## src/rtl/mdio_pkg.sv

```systemverilog
`timescale 1ns/1ps
package mdio_pkg;
  // Frame sections in transmit order; each lasts a known number of MDC cycles.
  typedef enum logic [3:0] {
    SEG_IDLE,
    SEG_PRE,
    SEG_HDR,
    SEG_WTA,
    SEG_WDATA,
    SEG_WREL,
    SEG_RTA,
    SEG_RDATA,
    SEG_RTRAIL,
    SEG_FLUSH
  } seg_e;

  localparam int unsigned WTA_CYC    = 2;
  localparam int unsigned WREL_CYC   = 1;
  localparam int unsigned RTA_CYC    = 1;
  localparam int unsigned RTRAIL_CYC = 2;
  localparam logic [1:0]  START_BITS = 2'b01;
  localparam logic [1:0]  OP_READ    = 2'b10;
  localparam logic [1:0]  OP_WRITE   = 2'b01;
endpackage

```

## src/rtl/mdio_mdc_gen.sv

```systemverilog
`timescale 1ns/1ps
module mdio_mdc_gen #(
  parameter int unsigned HALF_DIV = 50
) (
  input  logic clk,
  input  logic rst_n,
  input  logic run,
  output logic mdc,
  output logic hi_end
);
  localparam int unsigned CW = (HALF_DIV > 1) ? $clog2(HALF_DIV) : 1;
  localparam logic [CW-1:0] TERM = CW'(HALF_DIV - 1);

  logic [CW-1:0] cnt_q;
  logic          phase_q;
  logic          wrap;

  assign wrap = run && (cnt_q == TERM);

  always_ff @(posedge clk or negedge rst_n) begin
    if (!rst_n) begin
      cnt_q   <= '0;
      phase_q <= 1'b0;
    end else if (!run) begin
      cnt_q   <= '0;
      phase_q <= 1'b0;
    end else if (wrap) begin
      cnt_q   <= '0;
      phase_q <= ~phase_q;
    end else begin
      cnt_q   <= cnt_q + CW'(1);
    end
  end

  assign mdc    = phase_q;
  assign hi_end = wrap && phase_q;


  mdc_idle_low_chk: assert property (@(posedge clk) disable iff (!rst_n)
    !run |-> !mdc);


  end_after_high_chk: assert property (@(posedge clk) disable iff (!rst_n)
    $fell(run) |-> $past(mdc));
endmodule

```

## src/rtl/mdio_frame_seq.sv

```systemverilog
`timescale 1ns/1ps
module mdio_frame_seq
  import mdio_pkg::*;
#(
  parameter int unsigned PHY_AW    = 5,
  parameter int unsigned REG_AW    = 5,
  parameter int unsigned DATA_W    = 16,
  parameter int unsigned PRE_CYC   = 32,
  parameter int unsigned FLUSH_CYC = 32
) (
  input  logic              clk,
  input  logic              rst_n,
  input  logic              accept,
  input  logic              req_write,
  input  logic [PHY_AW-1:0] req_phy,
  input  logic [REG_AW-1:0] req_reg,
  input  logic [DATA_W-1:0] req_wdata,
  input  logic              hi_end,
  input  logic              mdio_i,
  output logic              busy,
  output logic              mdio_o,
  output logic              mdio_oe,
  output logic              cap_en,
  output logic              fin_ok,
  output logic              fin_nophy,
  output logic              done
);
  localparam int unsigned HDR_W  = 4 + PHY_AW + REG_AW;
  localparam int unsigned M1     = (PRE_CYC > FLUSH_CYC) ? PRE_CYC : FLUSH_CYC;
  localparam int unsigned M2     = (DATA_W > HDR_W) ? DATA_W : HDR_W;
  localparam int unsigned MAXLEN = (M1 > M2) ? M1 : M2;
  localparam int unsigned CW     = $clog2(MAXLEN + 1);

  function automatic int unsigned seg_len(seg_e s);
    case (s)
      SEG_PRE:              return PRE_CYC;
      SEG_HDR:              return HDR_W;
      SEG_WTA:              return WTA_CYC;
      SEG_WDATA, SEG_RDATA: return DATA_W;
      SEG_WREL:             return WREL_CYC;
      SEG_RTA:              return RTA_CYC;
      SEG_RTRAIL:           return RTRAIL_CYC;
      SEG_FLUSH:            return FLUSH_CYC;
      default:              return 1;
    endcase
  endfunction

  seg_e              seg_q, seg_nx;
  logic [CW-1:0]     cnt_q;
  logic              busy_q, wr_q, done_q;
  logic [HDR_W-1:0]  hdr_q;
  logic [DATA_W-1:0] wd_q;
  logic              step, last, adv;

  assign step = busy_q && hi_end;
  assign last = (cnt_q == CW'(seg_len(seg_q) - 1));
  assign adv  = step && last;

  always_comb begin
    case (seg_q)
      SEG_PRE:    seg_nx = SEG_HDR;
      SEG_HDR:    seg_nx = wr_q ? SEG_WTA : SEG_RTA;
      SEG_WTA:    seg_nx = SEG_WDATA;
      SEG_WDATA:  seg_nx = SEG_WREL;
      SEG_RTA:    seg_nx = mdio_i ? SEG_FLUSH : SEG_RDATA;
      SEG_RDATA:  seg_nx = SEG_RTRAIL;
      default:    seg_nx = SEG_IDLE;
    endcase
  end

  always_ff @(posedge clk or negedge rst_n) begin
    if (!rst_n) begin
      seg_q  <= SEG_IDLE;
      cnt_q  <= '0;
      busy_q <= 1'b0;
      wr_q   <= 1'b0;
      hdr_q  <= '0;
      wd_q   <= '0;
      done_q <= 1'b0;
    end else begin
      done_q <= adv && (seg_nx == SEG_IDLE);
      if (accept) begin
        busy_q <= 1'b1;
        seg_q  <= SEG_PRE;
        cnt_q  <= '0;
        wr_q   <= req_write;
        hdr_q  <= {START_BITS, (req_write ? OP_WRITE : OP_READ), req_phy, req_reg};
        wd_q   <= req_wdata;
      end else if (step) begin
        if (last) begin
          seg_q <= seg_nx;
          cnt_q <= '0;
          if (seg_nx == SEG_IDLE) busy_q <= 1'b0;
        end else begin
          cnt_q <= cnt_q + CW'(1);
        end
        if (seg_q == SEG_HDR)   hdr_q <= {hdr_q[HDR_W-2:0], 1'b0};
        if (seg_q == SEG_WDATA) wd_q  <= {wd_q[DATA_W-2:0], 1'b0};
      end
    end
  end

  // Line drive is a pure function of state registers, so it moves only at
  // acceptance or at the end of a high half (when MDC falls).
  always_comb begin
    mdio_oe = 1'b0;
    mdio_o  = 1'b1;
    case (seg_q)
      SEG_PRE:   begin mdio_oe = 1'b1; mdio_o = 1'b1; end
      SEG_HDR:   begin mdio_oe = 1'b1; mdio_o = hdr_q[HDR_W-1]; end
      SEG_WTA:   begin mdio_oe = 1'b1; mdio_o = (cnt_q == '0); end
      SEG_WDATA: begin mdio_oe = 1'b1; mdio_o = wd_q[DATA_W-1]; end
      default:   ;
    endcase
  end

  assign busy      = busy_q;
  assign done      = done_q;
  assign cap_en    = step && (seg_q == SEG_RDATA);
  assign fin_ok    = adv && (seg_q == SEG_RTRAIL);
  assign fin_nophy = adv && (seg_q == SEG_FLUSH);


  idle_state_chk: assert property (@(posedge clk) disable iff (!rst_n)
    !busy_q |-> (seg_q == SEG_IDLE) && !mdio_oe);


  done_single_chk: assert property (@(posedge clk) disable iff (!rst_n)
    done_q |=> !done_q);
endmodule

```

## src/rtl/mdio_rd_capture.sv

```systemverilog
`timescale 1ns/1ps
module mdio_rd_capture #(
  parameter int unsigned DATA_W = 16
) (
  input  logic              clk,
  input  logic              rst_n,
  input  logic              clear,
  input  logic              cap_en,
  input  logic              bit_in,
  input  logic              fin_ok,
  input  logic              fin_nophy,
  output logic [DATA_W-1:0] rd_data,
  output logic              no_phy
);
  logic [DATA_W-1:0] sr_q, rd_q;
  logic              np_q;

  always_ff @(posedge clk or negedge rst_n) begin
    if (!rst_n) begin
      sr_q <= '0;
      rd_q <= '0;
      np_q <= 1'b0;
    end else begin
      if (cap_en) sr_q <= {sr_q[DATA_W-2:0], bit_in};
      if (clear) np_q <= 1'b0;
      if (fin_ok) begin
        rd_q <= sr_q;
        np_q <= 1'b0;
      end else if (fin_nophy) begin
        rd_q <= '1;
        np_q <= 1'b1;
      end
    end
  end

  assign rd_data = rd_q;
  assign no_phy  = np_q;


  nophy_data_chk: assert property (@(posedge clk) disable iff (!rst_n)
    np_q |-> (rd_q == '1));
endmodule

```

## src/rtl/mdio_master.sv

```systemverilog
`timescale 1ns/1ps
module mdio_master #(
  parameter int unsigned SYS_CLK_HZ = 250_000_000,
  parameter int unsigned MDC_MAX_HZ = 2_500_000,
  parameter int unsigned PHY_AW     = 5,
  parameter int unsigned REG_AW     = 5,
  parameter int unsigned DATA_W     = 16,
  parameter int unsigned PRE_CYC    = 32,
  parameter int unsigned FLUSH_CYC  = 32
) (
  input  logic              clk,
  input  logic              rst_n,
  input  logic              req_valid,
  output logic              req_ready,
  input  logic              req_write,
  input  logic [PHY_AW-1:0] req_phy,
  input  logic [REG_AW-1:0] req_reg,
  input  logic [DATA_W-1:0] req_wdata,
  output logic [DATA_W-1:0] rd_data,
  output logic              done,
  output logic              no_phy,
  output logic              mdc,
  output logic              mdio_o,
  output logic              mdio_oe,
  input  logic              mdio_i
);
  localparam int unsigned HALF_DIV_RAW = (SYS_CLK_HZ + 2*MDC_MAX_HZ - 1) / (2*MDC_MAX_HZ);
  localparam int unsigned HALF_DIV     = (HALF_DIV_RAW < 1) ? 1 : HALF_DIV_RAW;

  logic busy, accept, hi_end, cap_en, fin_ok, fin_nophy;

  assign req_ready = !busy;
  assign accept    = req_valid && req_ready;

  mdio_mdc_gen #(.HALF_DIV(HALF_DIV)) u_clk (
    .clk    (clk),
    .rst_n  (rst_n),
    .run    (busy),
    .mdc    (mdc),
    .hi_end (hi_end)
  );

  mdio_frame_seq #(
    .PHY_AW(PHY_AW), .REG_AW(REG_AW), .DATA_W(DATA_W),
    .PRE_CYC(PRE_CYC), .FLUSH_CYC(FLUSH_CYC)
  ) u_seq (
    .clk       (clk),
    .rst_n     (rst_n),
    .accept    (accept),
    .req_write (req_write),
    .req_phy   (req_phy),
    .req_reg   (req_reg),
    .req_wdata (req_wdata),
    .hi_end    (hi_end),
    .mdio_i    (mdio_i),
    .busy      (busy),
    .mdio_o    (mdio_o),
    .mdio_oe   (mdio_oe),
    .cap_en    (cap_en),
    .fin_ok    (fin_ok),
    .fin_nophy (fin_nophy),
    .done      (done)
  );

  mdio_rd_capture #(.DATA_W(DATA_W)) u_cap (
    .clk       (clk),
    .rst_n     (rst_n),
    .clear     (accept),
    .cap_en    (cap_en),
    .bit_in    (mdio_i),
    .fin_ok    (fin_ok),
    .fin_nophy (fin_nophy),
    .rd_data   (rd_data),
    .no_phy    (no_phy)
  );


  mdio_hold_hi_chk: assert property (@(posedge clk) disable iff (!rst_n)
    (mdc && $past(mdc)) |-> ($stable(mdio_o) && $stable(mdio_oe)));


  accept_needs_valid_chk: assert property (@(posedge clk) disable iff (!rst_n)
    $rose(busy) |-> $past(req_valid));


  done_when_ready_chk: assert property (@(posedge clk) disable iff (!rst_n)
    done |-> req_ready);
endmodule

```

## config.mk

```make
export PLATFORM = sky130hd
export DESIGN_NAME = mdio_master
export DESIGN_NICKNAME = d
export VERILOG_FILES = /design/src/rtl/mdio_pkg.sv /design/src/rtl/mdio_mdc_gen.sv /design/src/rtl/mdio_frame_seq.sv /design/src/rtl/mdio_rd_capture.sv /design/src/rtl/mdio_master.sv
export SDC_FILE = /design/constraint.sdc
export NUM_CORES = 1
export LEC_CHECK = 0
export BUFFER_PORTS_ARGS = -buffer_cell sky130_fd_sc_hd__buf_2
export CAP_MARGIN = 20
export CORE_MARGIN = 8
export CORE_UTILIZATION = 58
export DETAILED_ROUTE_END_ITERATION = 16
export PLACE_DENSITY = 0.8
export SYNTH_ARGS = -nofsm -noshare
export SYNTH_HDL_FRONTEND = slang
export SYNTH_HIERARCHICAL = 1
export SYNTH_SLANG_ARGS = --single-unit
```

## constraint.sdc

```tcl
create_clock -name clk -period 4 [get_ports clk]
set_input_delay 0.8 -clock clk [delete_from_list [all_inputs] [get_ports clk]]
set_output_delay 0.8 -clock clk [all_outputs]
set_load 0.005 [all_outputs]
```

==> flow_summary.ini, run 1 <==
[finish]
nFillCells = 578
fin_nets = 484
final_cells = 546
drive_above_1_share_pct = 24.6
antenna_cells = 0
area_growth_pct = 12.6

[hold_path]
hp-class = primary input to asynchronous set/reset pin

[detailed_routing]
drcViolationCount = 0
final_antenna_net_count = 0
vias_per_cell = 5.34
detail_route.wl_per_cell_um = 14.3
dr.pass1.iters = 4
vias = 2917
drt-initial-drc-count = 95
drt_wl_total_um = 7830

[floorplanning]
fp.dieArea_um2 = 10200
die_width_um = 101
rows = 31
pin_count = 53
die_y_um = 101
initial_utilization_pct = 58.7
core_um2 = 7140

[worst_setup_path]
regToRegSetupSlack_ps = 470
critPathRequiredTime_ps = 4260
end_kind = register
cp.arrival_ps = 3790
critical_path_class = register to register
cp_max_fo = 17
start_kind = register

[placement]
pre_cts_ws_ps = 324
hpwlAfterDp_um = 5460
place_congestion = 0.844
dp.cells = 528
numPortBuffers = 52

[power_and_ir_drop]
p_comb_share_pct = 7.8
power_mw = 1.54
sequentialPowerShare_pct = 56.5
p_switching_uw = 394
clockPowerShare_pct = 35.7
power.leakage_nw = 2.23
p_int_mw = 1.14
power_per_cell_area_nw_per_um2 = 326
switching_share_pct = 25.6
max-vdd-ir-drop_v = 0.000229

[grt]
grt-ovfl-total = 0
grt_pass1_wl_um = 13700
grt_max_degree = 84
grt_pass1_vias = 3031
antenna_found_initial = 0
gr-usage-all-layers_pct = 16.7

[logic_synthesis]
synth_cells = 395
syn_area_um2 = 4190
ys_types = 60
syn_nets = 437
synth_warnings = 6
synth_top_cell_area_share_pct = 49.6
synthTopCellsByArea = dfrtp_1, mux2i_1, o21ai_0
ys_ff_latch = 83
synth_edf_count = 0
ys_async_sr_fraction_pct = 100
syn-mean-instance-area_um2 = 10.6
synth_area_leader_cell = dfrtp_1
seq_area_frac_synth_pct = 49.6
synth_ff_type = dfrtp_1

[clock_tree]
insertion_delay_ps = 350
clk_pin_slew_ps = 90
cts_tree = yes
cts.sinks = 83
clock_path_buffers = 2
numCtsBuffers = 9
clockRootBuffer = clkbuf_8
htreeDepth = 3
hold_buffers = 0

[sta]
fin_tns_setup_ps = 0
timing.slew.headroom_pct = 40.9
hold_violations = 0
final-max-slew-violation-count = 0
hold_slack_ps = 351
rsz0062_at_grt = no
worst_slew_pin_slew_ps = 887
fin_crit_sh_pct = 88.1
max_freq_mhz = 284
timing.final.ws_setup_ps = 474
finalSetupViolCount = 0
fin_crit_ps = 3530
clock_skew_ps = 12.3

[flow_run]
drv_cap = 0

[outcome]
outcome = completed
worst paths after layout:
path,startpoint,to,cells after the start
worst min register to register,u_seq/wd_q[14],u_seq/wd_q[14],2
min in group clk,u_seq/wd_q[14],u_seq/wd_q[14],2
worst max register to register,u_seq/seg_q[1],u_cap/rd_data[13],13
worst max-delay path,u_seq/seg_q[1],u_cap/rd_data[13],13
worst min-delay path,rst_n,u_clk/cnt_q[4],1
max in group asynchronous,rst_n,u_seq/wd_q[7],2
layer usage:
layer	up-vias	wire (um)	track usage, %	part of all wire, %
met5	-	0	0	0
met4	0	114	6.87	1.5
met3	9	387	3.80	4.9
met2	56	3640	26.7	46
met1	1392	3690	21.2	47
li1	1460	-	-	-
kinds of logic (layout without fill, tap and decap cells):
family,after synthesis,after routing,synth area share [%]
simple gates,125,125,14.7
flops,83,83,49.6
compound gates,81,81,12.3
mux,50,50,13.5
buf+inv,33,85,4.03
xor+xnor,12,12,2.69
fa+ha+maj,11,11,3.28
state kept, by name, summed over array words and instances, names as in the netlist:
name,cells
u_cap/rd_data,16
u_cap/sr_q,16
u_seq/wd_q,16
u_seq/hdr_q,14
u_clk/cnt_q,6
u_seq/cnt_q,6
u_seq/seg_q,4
u_cap/no_phy,1
u_clk/mdc,1
u_seq/busy,1
u_seq/done,1
u_seq/wr_q,1
Yosys cell counts (all sizes together), types with 6 or more instances:
master / n
a21oi: 8
buf: 10
clkbuf: 13
dfrtp: 83
ha: 11
inv: 10
mux2: 19
mux2i: 31
nand2: 56
nand2b: 7
nor2: 28
nor3: 6
o21ai: 49
xnor2: 7
layout by cell type, fill, tap and decap left out, drive strengths merged, types with 5 or more instances in the layout:
cell / Yosys / routed
mux2: 19 / 19
nor2: 28 / 28
buf: 10 / 59
nor3: 6 / 6
a211oi: 5 / 5
clkbuf: 13 / 9
mux2i: 31 / 31
dfrtp: 83 / 83
xnor2: 7 / 7
inv: 10 / 13
ha: 11 / 11
xor2: 5 / 5
o21ai: 49 / 49
a21oi: 8 / 8
nand2: 56 / 56
nand2b: 7 / 7
what timing repair did:
item | CTS | global route
setup buffers | 0 | 0
gates resized for setup | 0 | 1
endpoints found under the setup margin | 0 | 1
per-stage QoR:
step	area (um2)	utilization, %
after CTS	4680	65.6
after global routing	4720	66.1
after global placement	4500	63.0
final	4720	66.1
after detailed placement	4500	63.0
after floorplan	4190	-
worst max-delay path: stages (launching register included):
cell and delay, ps:
dfrtp_1 440, inv_1 130, ha_1 360, mux2_4 280, o2bb2ai_2 230, ha_1 190
ha_1 230, xnor2_1 140, nor3b_1 220, nand4bb_1 170, a21oi_2 270, and4_2 480
nor2_1 90, o21ai_0 190
power groups by stage:
stage	clock, mW	combinational (mW)	sequential [mW]
5_1_grt	0.598	0.137	0.871
3_5_place_dp	0	0.118	0.885
4_1_cts	0.568	0.119	0.868
2_1_floorplan	0	0.0716	0.882
6_report	0.549	0.120	0.868
3_3_place_gp	0	0.114	0.884
cell type report:
| cell class | count | area, um2 | share of cell area (%) |
|---|---|---|---|
| sequential | 83 | 2080 | 44.0 |
| multi-input combinational | 279 | 1960 | 41.5 |
| timing repair buffer | 59 | 339 | 7.19 |
| clock buffer | 9 | 124 | 2.63 |
| tap | 99 | 124 | 2.63 |
| clock inverter | 7 | 57.6 | 1.22 |
| inverter | 10 | 37.5 | 0.796 |
(Power assumes the default switching activity.)
==> run 2, diff against run 1 <==
Settings changed: CORE_UTILIZATION 58 to 40, PLACE_DENSITY 0.8 to unset.
==> run 2 against run 1 <==
  * Cell area increased by 1.9%
  * Wire length increased by 7.1%
  * Count of clock-buffer cells in the layout unchanged
  * Sequential share of layout area decreased by 0.82 points
  * Critical path type unchanged
  * Critical endpoint is now u_cap/rd_data[10]
  * Largest power group unchanged
==> flow_summary.ini, run 2 (same netlist as run 1, synthesis figures left out) <==
[grt]
gr-usage-all-layers_pct = 12.5
antenna_found_initial = 0
grt_pass1_vias = 3076
grt-ovfl-total = 0
grt_max_degree = 84
grt_pass1_wl_um = 14800

[clock_tree]
insertion_delay_ps = 350
cts_tree = yes
htreeDepth = 3
cts.sinks = 83
clockRootBuffer = clkbuf_8
post_cts_resized = 0
clock_path_buffers = 2
clk_pin_slew_ps = 90
hold_buffers = 0
numCtsBuffers = 9
post_cts_buffers = 0

[sta]
max_freq_mhz = 291
clock_skew_ps = 8.85
fin_crit_ps = 3430
fin_tns_setup_ps = 0
hold_violations = 0
rsz0062_at_grt = no
final-max-slew-violation-count = 0
worst_slew_pin_slew_ps = 628
timing.slew.headroom_pct = 58.1
timing.final.ws_setup_ps = 567
finalSetupViolCount = 0
fin_crit_sh_pct = 85.8

[detailed_routing]
dr.pass1.iters = 4
vias_per_cell = 4.95
vias = 2885
final_antenna_net_count = 0
drcViolationCount = 0
drt_wl_total_um = 8380
detail_route.wl_per_cell_um = 14.4
drt-initial-drc-count = 200

[finish]
layout_common_cells = dfrtp_1, nand2_1, buf_2
fin_area_um2 = 4810
fin_nets = 484
drive_above_1_share_pct = 24.4
area_growth_pct = 14.8
final_common_cell = dfrtp_1
antenna_cells = 0

[floorplanning]
core_um2 = 10200
pin_count = 53
fp.dieArea_um2 = 14000
rows = 37
initial_utilization_pct = 41.0
die_width_um = 118
die_y_um = 118

[placement]
pre_cts_ws_ps = 609
dpl_cell_area_um2 = 4560
numPortBuffers = 52
place_congestion = 0.803
hpwlAfterDp_um = 5690

[hold_path]
hp-class = primary input to asynchronous set/reset pin

[power_and_ir_drop]
sequentialPowerShare_pct = 52.5
max-vdd-ir-drop_v = 0.000171
power_per_cell_area_nw_per_um2 = 345
power_mw = 1.66
p_int_mw = 1.27
p_comb_share_pct = 7.1
clockPowerShare_pct = 40.4
power.leakage_nw = 2.26
switching_share_pct = 23.6
p_switching_uw = 391

[worst_setup_path]
critical_path_class = register to register
end_kind = register
start_kind = register
critPathRequiredTime_ps = 4210
cp_max_fo = 33
cp.arrival_ps = 3650

[flow_run]
drv_cap = 0

[outcome]
outcome = completed
[run 2: cell type report]
class | instances | area [um2]
clock buffer | 9 | 124
fill | 972 | 5420
sequential | 83 | 2080
multi-input combinational | 279 | 1960
inverter | 10 | 37.5
tap | 136 | 170
timing repair buffer | 59 | 343
clock inverter | 7 | 98.8
[run 2: metrics by stage]
stage	hold slack [ps]	instances	util, %
2_1_floorplan	449	395	-
4_1_cts	488	582	46.7
6_report	294	583	47.0
3_5_place_dp	471	566	44.6
5_1_grt	281	583	47.0
3_3_place_gp	462	565	44.4
[run 2: power groups by stage]
stage / sequential (mW) / clock (mW) / combinational [mW]
2_1_floorplan: 0.882 / 0 / 0.0716
6_report: 0.870 / 0.671 / 0.117
5_1_grt: 0.873 / 0.730 / 0.135
4_1_cts: 0.871 / 0.701 / 0.117
3_5_place_dp: 0.887 / 0 / 0.117
3_3_place_gp: 0.886 / 0 / 0.114
[run 2: worst paths after layout]
check | from | to | slack, ps | cells after the start
max in group asynchronous | rst_n | u_seq/hdr_q[12] | 3100 | 2
min in group clk | u_cap/sr_q[15] | u_cap/rd_data[15] | 490 | 2
setup reg to reg | u_seq/seg_q[1] | u_cap/rd_data[10] | 570 | 13
hold / removal | rst_n | u_clk/cnt_q[5] | 290 | 1
setup / recovery | u_seq/seg_q[1] | u_cap/rd_data[10] | 570 | 13
hold reg to reg | u_cap/sr_q[15] | u_cap/rd_data[15] | 490 | 2
[run 2: metal layers]
layer / up-vias / share of wire (%) / GRT usage, % / wire (um)
met3: 7 / 5.4 / 4.38 / 454
met5: - / 0 / 0 / 0
met2: 52 / 45 / 19.5 / 3800
met4: 0 / 1.1 / 4.80 / 95
met1: 1362 / 48 / 15.7 / 4030
li1: 1464 / - / - / -
[run 2: worst max-delay path: stages, from the launching register on]
cell and delay [ps]:
dfrtp_1 430, inv_1 160, ha_1 360, mux2i_1 120
or2_2 290, ha_1 180, ha_1 280, xnor2_1 140
nor3b_1 220, nand4bb_1 180, a21oi_2 290, and4_1 220
buf_4 270, o21ai_0 150
